`config.mk`:
```
export PLATFORM = sky130hd
export DESIGN_NAME = dbg_runctl
export DESIGN_NICKNAME = d
export VERILOG_FILES = /design/src/rtl/dbg_runctl_pkg.sv /design/src/rtl/dbg_bp_match.sv /design/src/rtl/dbg_pc_loader.sv /design/src/rtl/dbg_run_fsm.sv /design/src/rtl/dbg_runctl.sv
export SDC_FILE = /design/constraint.sdc
export NUM_CORES = 1
export LEC_CHECK = 0
export BUFFER_PORTS_ARGS = -buffer_cell sky130_fd_sc_hd__buf_2
export CAP_MARGIN = 20
export CORE_MARGIN = 2
export CORE_UTILIZATION = 32
export DETAILED_ROUTE_END_ITERATION = 16
export HOLD_SLACK_MARGIN = 0.15
export SLEW_MARGIN = 5
export SYNTH_ARGS = -nofsm -noshare
export SYNTH_HDL_FRONTEND = slang
export SYNTH_SLANG_ARGS = --single-unit
```
`constraint.sdc`:
```
create_clock -name clk -period 3.4 [get_ports clk]
set_input_delay 0 -clock clk [delete_from_list [all_inputs] [get_ports clk]]
set_output_delay 0 -clock clk [all_outputs]
set_load 0.005 [all_outputs]
```
`src/rtl/dbg_runctl_pkg.sv`:
```
package dbg_runctl_pkg;

    typedef enum logic [2:0] {
        OP_NONE   = 3'd0,
        OP_HALT   = 3'd1,
        OP_UNHALT = 3'd2,
        OP_STEP   = 3'd3,
        OP_PCWR   = 3'd4,
        OP_BPWR   = 3'd5,
        OP_RESET  = 3'd6
    } host_op_e;

    typedef enum logic [1:0] {
        ST_RUN   = 2'd0,
        ST_HALT  = 2'd1,
        ST_STEP  = 2'd2,
        ST_LEAVE = 2'd3
    } run_state_e;

endpackage

```
`src/rtl/dbg_bp_match.sv`:
```
module dbg_bp_match #(
    parameter int          ADDR_W  = 32,
    parameter logic [31:0] BP_INIT = 32'd1
) (
    input  logic              clk,
    input  logic              rst_n,
    input  logic              soft_rst,
    input  logic              wr_en,
    input  logic [ADDR_W-1:0] wr_data,
    input  logic [ADDR_W-1:0] fetch_addr,
    output logic [ADDR_W-1:0] bp_value,
    output logic              match
);
    localparam logic [ADDR_W-1:0] INIT_V = ADDR_W'(BP_INIT);

    logic [ADDR_W-1:0] bp_q;

    always_ff @(posedge clk or negedge rst_n) begin
        if (!rst_n) begin
            bp_q <= INIT_V;
        end else if (soft_rst) begin
            bp_q <= INIT_V;
        end else if (wr_en) begin
            bp_q <= wr_data;
        end
    end

    // bit 0 set is the disable code
    assign match    = !bp_q[0] && (fetch_addr == bp_q);
    assign bp_value = bp_q;
endmodule

```
`src/rtl/dbg_pc_loader.sv`:
```
module dbg_pc_loader #(
    parameter int ADDR_W = 32
) (
    input  logic              clk,
    input  logic              rst_n,
    input  logic              soft_rst,
    input  logic              req,
    input  logic              halted,
    input  logic [ADDR_W-1:0] data,
    output logic              load_en,
    output logic [ADDR_W-1:0] load_val
);
    always_ff @(posedge clk or negedge rst_n) begin
        if (!rst_n) begin
            load_en  <= 1'b0;
            load_val <= '0;
        end else if (soft_rst) begin
            load_en  <= 1'b0;
            load_val <= '0;
        end else begin
            load_en <= req && halted;
            if (req && halted) begin
                load_val <= data;
            end
        end
    end
endmodule

```
`src/rtl/dbg_run_fsm.sv`:
```
module dbg_run_fsm
    import dbg_runctl_pkg::*;
(
    input  logic       clk,
    input  logic       rst_n,
    input  logic       do_reset,
    input  logic       do_halt,
    input  logic       do_unhalt,
    input  logic       do_step,
    input  logic       bp_match,
    input  logic       retire,
    output run_state_e state,
    output logic       run_en,
    output logic       bp_hit
);
    run_state_e state_q, state_d;
    logic       hit_q;

    always_ff @(posedge clk or negedge rst_n) begin
        if (!rst_n) begin
            state_q <= ST_RUN;
        end else begin
            state_q <= state_d;
        end
    end

    always_comb begin
        state_d = state_q;
        if (do_reset) begin
            state_d = ST_RUN;
        end else begin
            unique case (state_q)
                ST_RUN: begin
                    if (do_halt || bp_match) state_d = ST_HALT;
                end
                ST_HALT: begin
                    if (do_step)        state_d = ST_STEP;
                    else if (do_unhalt) state_d = ST_LEAVE;
                end
                ST_STEP: begin
                    if (do_halt || retire) state_d = ST_HALT;
                end
                ST_LEAVE: begin
                    if (do_halt)     state_d = ST_HALT;
                    else if (retire) state_d = ST_RUN;
                end
                default: state_d = ST_RUN;
            endcase
        end
    end

    always_ff @(posedge clk or negedge rst_n) begin
        if (!rst_n) begin
            hit_q <= 1'b0;
        end else if (do_reset) begin
            hit_q <= 1'b0;
        end else if (state_q == ST_RUN && bp_match) begin
            hit_q <= 1'b1;
        end else if (state_q == ST_HALT && (do_step || do_unhalt)) begin
            hit_q <= 1'b0;
        end
    end

    always_comb begin
        unique case (state_q)
            ST_RUN:   run_en = !bp_match;
            ST_HALT:  run_en = 1'b0;
            ST_STEP:  run_en = 1'b1;
            ST_LEAVE: run_en = 1'b1;
            default:  run_en = 1'b0;
        endcase
    end

    assign state  = state_q;
    assign bp_hit = hit_q;
endmodule

```
`src/rtl/dbg_runctl.sv`:
```
module dbg_runctl
    import dbg_runctl_pkg::*;
#(
    parameter int          ADDR_W  = 32,
    parameter logic [31:0] BP_INIT = 32'd1
) (
    input  logic              clk,
    input  logic              rst_n,
    input  logic              host_valid,
    input  logic [2:0]        host_op,
    input  logic [ADDR_W-1:0] host_data,
    output logic              stat_halted,
    output logic              stat_bp_hit,
    output logic [ADDR_W-1:0] stat_bp_value,
    output logic              core_run,
    input  logic              core_retire,
    input  logic [ADDR_W-1:0] fetch_addr,
    output logic              pc_load_en,
    output logic [ADDR_W-1:0] pc_load_val
);
    logic       do_reset, do_halt, do_unhalt, do_step, do_pcwr, do_bpwr;
    logic       raw_match, gated_match;
    run_state_e state;

    assign do_reset  = host_valid && (host_op == OP_RESET);
    assign do_halt   = host_valid && (host_op == OP_HALT);
    assign do_unhalt = host_valid && (host_op == OP_UNHALT);
    assign do_step   = host_valid && (host_op == OP_STEP);
    assign do_pcwr   = host_valid && (host_op == OP_PCWR);
    assign do_bpwr   = host_valid && (host_op == OP_BPWR);

    dbg_bp_match #(.ADDR_W(ADDR_W), .BP_INIT(BP_INIT)) u_bp (
        .clk        (clk),
        .rst_n      (rst_n),
        .soft_rst   (do_reset),
        .wr_en      (do_bpwr),
        .wr_data    (host_data),
        .fetch_addr (fetch_addr),
        .bp_value   (stat_bp_value),
        .match      (raw_match)
    );

    // comparison only counts while freely running
    assign gated_match = raw_match && (state == ST_RUN);

    dbg_run_fsm u_fsm (
        .clk       (clk),
        .rst_n     (rst_n),
        .do_reset  (do_reset),
        .do_halt   (do_halt),
        .do_unhalt (do_unhalt),
        .do_step   (do_step),
        .bp_match  (gated_match),
        .retire    (core_retire),
        .state     (state),
        .run_en    (core_run),
        .bp_hit    (stat_bp_hit)
    );

    assign stat_halted = (state == ST_HALT);

    dbg_pc_loader #(.ADDR_W(ADDR_W)) u_pc (
        .clk      (clk),
        .rst_n    (rst_n),
        .soft_rst (do_reset),
        .req      (do_pcwr),
        .halted   (stat_halted),
        .data     (host_data),
        .load_en  (pc_load_en),
        .load_val (pc_load_val)
    );
endmodule

```
==> Implementation_results.wiki, run 1 <==
{| class="wikitable"
! Metric !! Value
|-
| Outcome || completed
|-
| Antenna violations before repair || 1
|-
| Number of nets with antenna violations after detailed routing || 0
|-
| Worst-case clock skew || 0.00954 ns
|-
| Register-to-Register Setup Slack || 1.33 ns
|-
| Fraction of synthesized cell area in xor and xnor cells || 8.96%
|-
| Count of input and output buffers || 138
|-
| Post-synthesis mux area share || 1.98%
|-
| Clk slew on worst S/H paths || 0.08 ns
|-
| Routed wire length || approximately 9000 microns
|-
| Clock sinks || 68
|-
| Worst Min Path Start || fetch_addr[27]
|-
| Final worst path period share || 70.0%
|-
| Busiest layer in global routing || met2
|-
| Compound-gate portion of the synthesized area || 10.2%
|-
| Met2 usage in global routing || ~28%
|-
| Final net count || 538
|-
| Worst setup timing slack at the placement stage || 1.37 ns
|-
| Endpoint kind of the worst setup timing path || primary output
|-
| Floorplan die width || 101 microns
|-
| Die Outline Area || a little over 10000 sq um
|-
| Cell depth of the worst min-delay path || 5
|-
| Detail-routed net length per standard cell || 15.9 microns
|-
| Hold-critical path endpoint || u_fsm.state[0]$_DFFE_PN0P_
|-
| First-pass GRT wire length || 14100 microns
|-
| Warnings from Yosys || 0
|-
| Arithmetic-cell share of the synthesized area counting full adders, half adders and majority gates || 0%
|-
| Synthesized area per cell || 10.4 sq um
|-
| Max VDD drop || 0.314 mV
|-
| Maximum count of clock buffers along a single path || 2
|-
| Number of remaining DRC errors || 0
|-
| Kind of start point of the critical path || flip-flop
|-
| Worst reg2reg path startpoint || u_bp.bp_value[28]$_DFFE_PN0P_
|-
| Area share of the largest cell type after synthesis || between 50% and 60%
|-
| Worst Hold Margin || ~0.16 ns
|-
| Critical path type || flip-flop to primary output
|-
| Total power || 2.45 mW
|-
| Pre-antenna DRT Iters || 4
|-
| Non-filler cells in the finished layout || 583
|-
| Slew at the pin closest to its max-slew limit || approximately 0.9 ns
|-
| Ratio of routed vias to standard cells || 4.89
|-
| Total GRT Usage || 18.0%
|-
| Flip-flop and latch count after synthesis || 68
|-
| Setup TNS || 0 ns
|-
| Leading area contributor after synthesis || dfrtp_1
|-
| P_leak || 2.42 nW
|-
| Post-layout min period || 2.38 ns
|-
| Fraction of final layout cells sized beyond drive strength 1 || between 30% and 40%
|-
| Dominant combinational cell family by area after synthesis || simple AND/OR/NAND/NOR gates
|-
| Row count || 35
|-
| Maximum single-stage delay on the critical path || 0.59 ns
|-
| Initial core utilization || 32.9%
|-
| Arrival time at the worst endpoint || between 2 and 2.5 ns
|-
| Post-Synthesis Cell Area || 3030 sq um
|-
| Critical path data required time || ~3.4 ns
|-
| Top-level port count || 139
|-
| Diode insertion count for antenna repair || 0
|-
| Count of fill cells added during filler insertion || 857
|-
| Worst Path Max Fanout || 3
|-
| Total half-perimeter wirelength after legalization and detailed placement || 6400 microns
|-
| TritonCTS clock tree || done
|-
| Max Cap Violations || 0
|-
| M3 GR Usage || 5.59%
|-
| First DRT Iteration DRCs || 138
|-
| Count of endpoints failing hold in the final timing report || 0
|-
| Grt met1 use || about a quarter
|-
| Clock latency on the worst-skew pair || roughly 0.34 ns
|-
| Area delta synth->final || 47.2%
|-
| Terminus of the critical flop-to-flop path || u_fsm.state[0]$_DFFE_PN0P_
|-
| Number of max-slew violations in the final report || 0
|-
| Power density over the cells || 550 nW/um^2
|-
| Worst setup slack after layout || 1.02 ns
|-
| Largest net degree at the start of global routing || 69
|-
| Vias in the first global route || 2778
|-
| Main area contributors after synthesis || dfrtp_1 (55%), nand2_1 (8.2%), a22o_1 (7.5%)
|-
| Total clock buffers created by CTS || 9
|-
| Number of distinct standard cells referenced by the synthesized netlist || 32
|-
| Number of placed instances with taps included || ~530
|-
| Sequential-to-total area share from yosys stat || 56.2%
|-
| Cell breakdown of the critical path || xnor2_1 > nand4_1 > dlygate4sd3_1 > nor4_2 > o21bai_1 > buf_2
|-
| Synth Area in Simple Gates || between 20% and 30%
|-
| Worst reg-to-reg path cell count || 5
|-
| Synthesized netlist cell count || 290
|-
| Library cell contributing the largest single delay on the critical path || dlygate4sd3_1
|-
| Vias || 2848
|-
| Clk root buf || clkbuf_8
|-
| Residual overflow from global routing || 0
|-
| Peak clock frequency supported by timing || 0.420 GHz
|-
| Y dimension of the die || 101 microns
|-
| Number of failing setup endpoints in the final timing report || 0
|-
| RSZ-0062 raised after global routing || no
|-
| Routability cong. || 0.838
|-
| Relative slew margins || between 30% and 40%
|-
| Nets in the synthesized netlist || 361
|-
| Htree depth || 3
|-
| Core Area || 9200 sq um
|-
| Min-Delay Path Class || primary input to flip-flop
|}
## registers in the layout, indices dropped and copies added, names as in the netlist
name	cells
u_bp.bp_value	32
u_pc.load_en	1
u_fsm.bp_hit	1
u_pc.load_val	32
u_fsm.state	2
## through the flow
step                      utilization (%)  cell area [sq um]
final                                48.5               4460
after global routing                 48.5               4460
after CTS                            48.5               4460
after detailed placement             41.6               3820
after global placement               41.6               3820
after floorplan                         -               3030
## critical path: cells and delay by family, from the launching register on
family | cells | cell delay [ns]
compound gates | 1 | 0.13
simple gates | 2 | 0.52
flops | 1 | 0.40
xor+xnor | 1 | 0.27
buf+inv | 2 | 0.73
## area by class of cell
type / count / area (sq um) / share of cell area, %
Inverter: 1 / 3.75 / 0.0842
Clock inverter: 5 / 82.6 / 1.85
Multi-Input combinational cell: 204 / 1250 / 28.0
Timing Repair Buffer: 183 / 1130 / 25.4
Sequential cell: 68 / 1700 / 38.2
Clock buffer: 11 / 151 / 3.40
Tap cell: 111 / 139 / 3.12
## worst max-delay path by stage
stage / to / slack, ns / startpoint
6_report: core_run / 1.02 / u_bp.bp_value[28]$_DFFE_PN0P_
5_1_grt: core_run / 0.84 / u_bp.bp_value[17]$_DFFE_PN0P_
4_1_cts: core_run / 1.03 / u_bp.bp_value[17]$_DFFE_PN0P_
3_5_place_dp: u_fsm.bp_hit$_DFFE_PN0P_ / 1.37 / u_bp.bp_value[17]$_DFFE_PN0P_
3_3_place_gp: u_fsm.bp_hit$_DFFE_PN0P_ / 1.45 / u_bp.bp_value[29]$_DFFE_PN0P_
2_1_floorplan: u_fsm.bp_hit$_DFFE_PN0P_ / 1.86 / u_bp.bp_value[29]$_DFFE_PN0P_
## routing by layer
| layer | vias to the layer above | share of wire [%] |
|---|---|---|
| met5 | - | 0.14 |
| li1 | 1359 | - |
| met2 | 98 | 47 |
| met3 | 8 | 6.0 |
| met1 | 1381 | 45 |
| met4 | 2 | 1.5 |
## Yosys cell counts
cell type,count
dfrtp_1,67
a2bb2oi_1,1
a31oi_2,1
nor2_1,9
nor4_2,1
buf_2,6
a31oi_1,1
and4b_1,1
inv_1,1
nand3b_1,2
nand2_1,66
nor3b_1,1
nor4_1,5
dfstp_2,1
xor2_1,21
nand3_1,35
buf_4,1
clkbuf_1,10
o21ai_0,4
a311o_1,1
nor3_1,1
nand4_1,4
a21oi_1,1
a22o_1,26
a32o_1,1
and2b_1,1
mux2i_1,6
o21bai_1,1
nand4b_1,1
nor3_4,1
xnor2_1,10
nand2b_1,2
## cells by family (layout without fill, tap and decap cells)
family | after synthesis | in the layout
compound gates | 37 | 37
xor+xnor | 31 | 31
buf+inv | 18 | 200
flops | 68 | 68
mux | 6 | 6
simple gates | 130 | 130
## timing repair
action,CTS,global route
resized for setup,0,0
hold endpoints to repair,134,0
hold buffers,40,0
setup buffers,0,0
## cell usage in the layout (no fill, tap or decap), types with 4 or more instances in the layout
cell type,instances
a22o_1,26
buf_2,137
buf_4,6
clkbuf_8,11
dfrtp_1,67
dlygate4sd3_1,40
mux2i_1,6
nand2_1,66
nand3_1,35
nand4_1,4
nor2_1,9
nor4_1,5
o21ai_0,4
xnor2_1,10
xor2_1,21
## report_power, final
group	total, mW	leakage [nW]	internal (mW)	switching [mW]
logic	0.586	1.40	0.314	0.273
registers	1.09	0.903	0.966	0.122
clock network	0.776	0.120	0.456	0.320
No activity file was read; power rests on OpenSTA's default activity.
==> run 2, diff against run 1 <==
clock period = 2.5 ns   (was 3.4 ns; I/O delays follow)
==> run 2 against run 1 <==
Wire length up 1.6%. Register-to-register slack worse by 1.1 ns. Clock power up 44%. Total power up 40%. Final area up 1.9%. Final cell count up 0.34%. Hold slack better by 0.073 ns. Critical endpoint is now u_fsm.state[1]$_DFFE_PN0P_.
==> Implementation_results.wiki, run 2 (same netlist as run 1, synthesis figures left out) <==
{| class="wikitable"
! Metric !! Value
|-
| Endpoint kind of the worst setup timing path || flip-flop
|-
| Initial core utilization || 32.9%
|-
| Number of failing setup endpoints in the final timing report || 0
|-
| Clk root buf || clkbuf_8
|-
| Core Area || slightly above 9000 sq um
|-
| Htree depth || 3
|-
| Maximum single-stage delay on the critical path || 0.58 ns
|-
| Row count || 35
|-
| Clock latency on the worst-skew pair || 0.34 ns
|-
| Total GRT Usage || 18.6%
|-
| Grt met1 use || roughly 24%
|-
| Floorplan die width || 101 microns
|-
| Count of endpoints failing hold in the final timing report || 0
|-
| Max Cap Violations || 0
|-
| Worst setup timing slack at the placement stage || around 0.58 ns
|-
| Ratio of routed vias to standard cells || 4.91
|-
| Number of max-slew violations in the final report || 0
|-
| Worst setup slack after layout || 0.118 ns
|-
| Library cell contributing the largest single delay on the critical path || dlygate4sd3_1
|-
| Diode insertion count for antenna repair || 0
|-
| Outcome || completed
|-
| Peak clock frequency supported by timing || 0.420 GHz
|-
| Worst path buffer plus inverter count || 4
|-
| Detail-routed net length per standard cell || approximately 16 microns
|-
| Y dimension of the die || 101 microns
|-
| Number of nets with antenna violations after detailed routing || 0
|-
| Number of remaining DRC errors || 0
|-
| Post-layout min period || 2.38 ns
|-
| Worst reg2reg path startpoint || u_bp.bp_value[17]$_DFFE_PN0P_
|-
| Relative slew margins || roughly two fifths
|-
| Die Outline Area || 10300 sq um
|-
| Vias in the first global route || 2820
|-
| Arrival time at the worst endpoint || 2.66 ns
|-
| Kind of start point of the critical path || primary input
|-
| Clock sinks || 68
|-
| Clk slew on worst S/H paths || 0.08 ns
|-
| Busiest layer in global routing || met2
|-
| Setup TNS || 0 ns
|-
| Met2 usage in global routing || 29.9%
|-
| Top-level port count || about 140
|-
| Pre-antenna DRT Iters || 4
|-
| Max VDD drop || 0.338 mV
|-
| Worst-case clock skew || 0.00833 ns
|-
| P_leak || 2.46 nW
|-
| M3 GR Usage || 3.80%
|-
| Routed wire length || around 9400 microns
|-
| Antenna violations before repair || 1
|-
| Residual overflow from global routing || 0
|-
| Vias || 2872
|-
| First-pass GRT wire length || approximately 14000 microns
|-
| TritonCTS clock tree || done
|-
| Power density over the cells || approximately 750 nW/um^2
|-
| First DRT Iteration DRCs || 113
|-
| Cell breakdown of the critical path || dlygate4sd3_1 > buf_2 > nand3b_1 > nor2_1 > nor3b_1 > o21ai_0 > dlygate4sd3_1 > o21ai_0 > dlygate4sd3_1
|-
| Most Frequent Cell on Critical Path || dlygate4sd3_1
|-
| Top Family by Delay on Critical Path || buffers and inverters
|-
| Fraction of final layout cells sized beyond drive strength 1 || 35.2%
|-
| Critical path type || primary input to flip-flop
|-
| Area delta synth->final || 49.9%
|-
| Largest net degree at the start of global routing || 69
|-
| Routability cong. || approximately 0.86
|-
| Critical path data required time || between 2 and 3 ns
|-
| Total clock buffers created by CTS || 9
|-
| Min-Delay Path Class || primary input to flip-flop
|-
| Maximum count of clock buffers along a single path || 2
|-
| Final worst path period share || 95.3%
|-
| Crit. Startpoint || host_op[2]
|-
| Count of input and output buffers || 138
|-
| Slew at the pin closest to its max-slew limit || 0.880 ns
|-
| Leading cell type in the layout, fill and taps excluded || buf_2
|-
| Total half-perimeter wirelength after legalization and detailed placement || 6540 microns
|-
| Worst Min Path Start || fetch_addr[9]
|-
| RSZ-0062 raised after global routing || no
|-
| Final net count || 540
|-
| Most frequent cells in the layout || buf_2 (137), dfrtp_1 (67), nand2_1 (66), dlygate4sd3_1 (41), nand3_1 (34)
|-
| Worst Path Max Fanout || 8
|}
run 2: changes by cell type in the layout (fill, tap and decap cells not counted), sizes merged:
cell,change
buf,+1
bufinv,+1
clkbuf,-1
clkinvlp,+1
dlygate4sd3,+1
inv,-1
run 2: layout make-up:
class | count | area [sq um]
sequential | 68 | 1700
timing repair buffer | 185 | 1170
inverter | 1 | 3.75
multi-input combinational | 204 | 1270
clock buffer | 10 | 138
fill | 911 | 4650
clock inverter | 6 | 111
tap | 111 | 139
run 2: per-layer routing:
layer / up-vias / wire length (microns)
met3: 20 / 502
met5: - / 13
li1: 1367 / -
met1: 1382 / 4210
met2: 101 / 4470
met4: 2 / 216
run 2: where the power goes:
part	leakage, nW	total [mW]	switching (mW)	internal, mW
Clock	0.122	1.12	0.432	0.690
Combinational	1.44	0.823	0.377	0.446
Sequential	0.903	1.48	0.163	1.31
run 2: repair_timing:
item	CTS	global route
hold buffers	41	0
endpoints found under the setup margin	0	1
buffers inserted	0	0
gates resized for setup	0	4
hold endpoints to repair	134	0
run 2: path summary, 6_finish.rpt:
check                                                end  slack, ns  depth (start not counted)
min in group asynchronous   u_pc.load_val[1]$_DFFE_PN0P_       0.29                          2
setup / recovery              u_fsm.state[1]$_DFFE_PN0P_       0.12                          9
hold reg to reg            u_pc.load_val[22]$_DFFE_PN0P_       0.50                          1
max in group asynchronous  u_bp.bp_value[29]$_DFFE_PN0P_       1.61                          2
setup reg to reg              u_fsm.state[0]$_DFFE_PN0P_       0.19                          6
hold / removal                  u_fsm.bp_hit$_DFFE_PN0P_       0.24                          5
run 2: per-stage QoR:
step	cells	power [mW]	hold WS, ns	cell area (sq um)	utilization (%)
after global routing	585	3.62	0.242	4540	49.4
after global placement	528	2.24	0.181	3860	41.9
after detailed placement	528	2.26	0.179	3860	41.9
final	585	3.42	0.236	4540	49.4
after CTS	585	3.46	0.188	4520	49.1
after floorplan	290	1.84	-0.296	3030	-
run 2: worst reg2reg max path: stages (launching register included):
cell           delay [ns]
dfrtp_1              0.41
xor2_1               0.18
nor4_2               0.32
nand4_1              0.22
nor4_4               0.38
a2bb2oi_1            0.18
dlygate4sd3_1        0.55
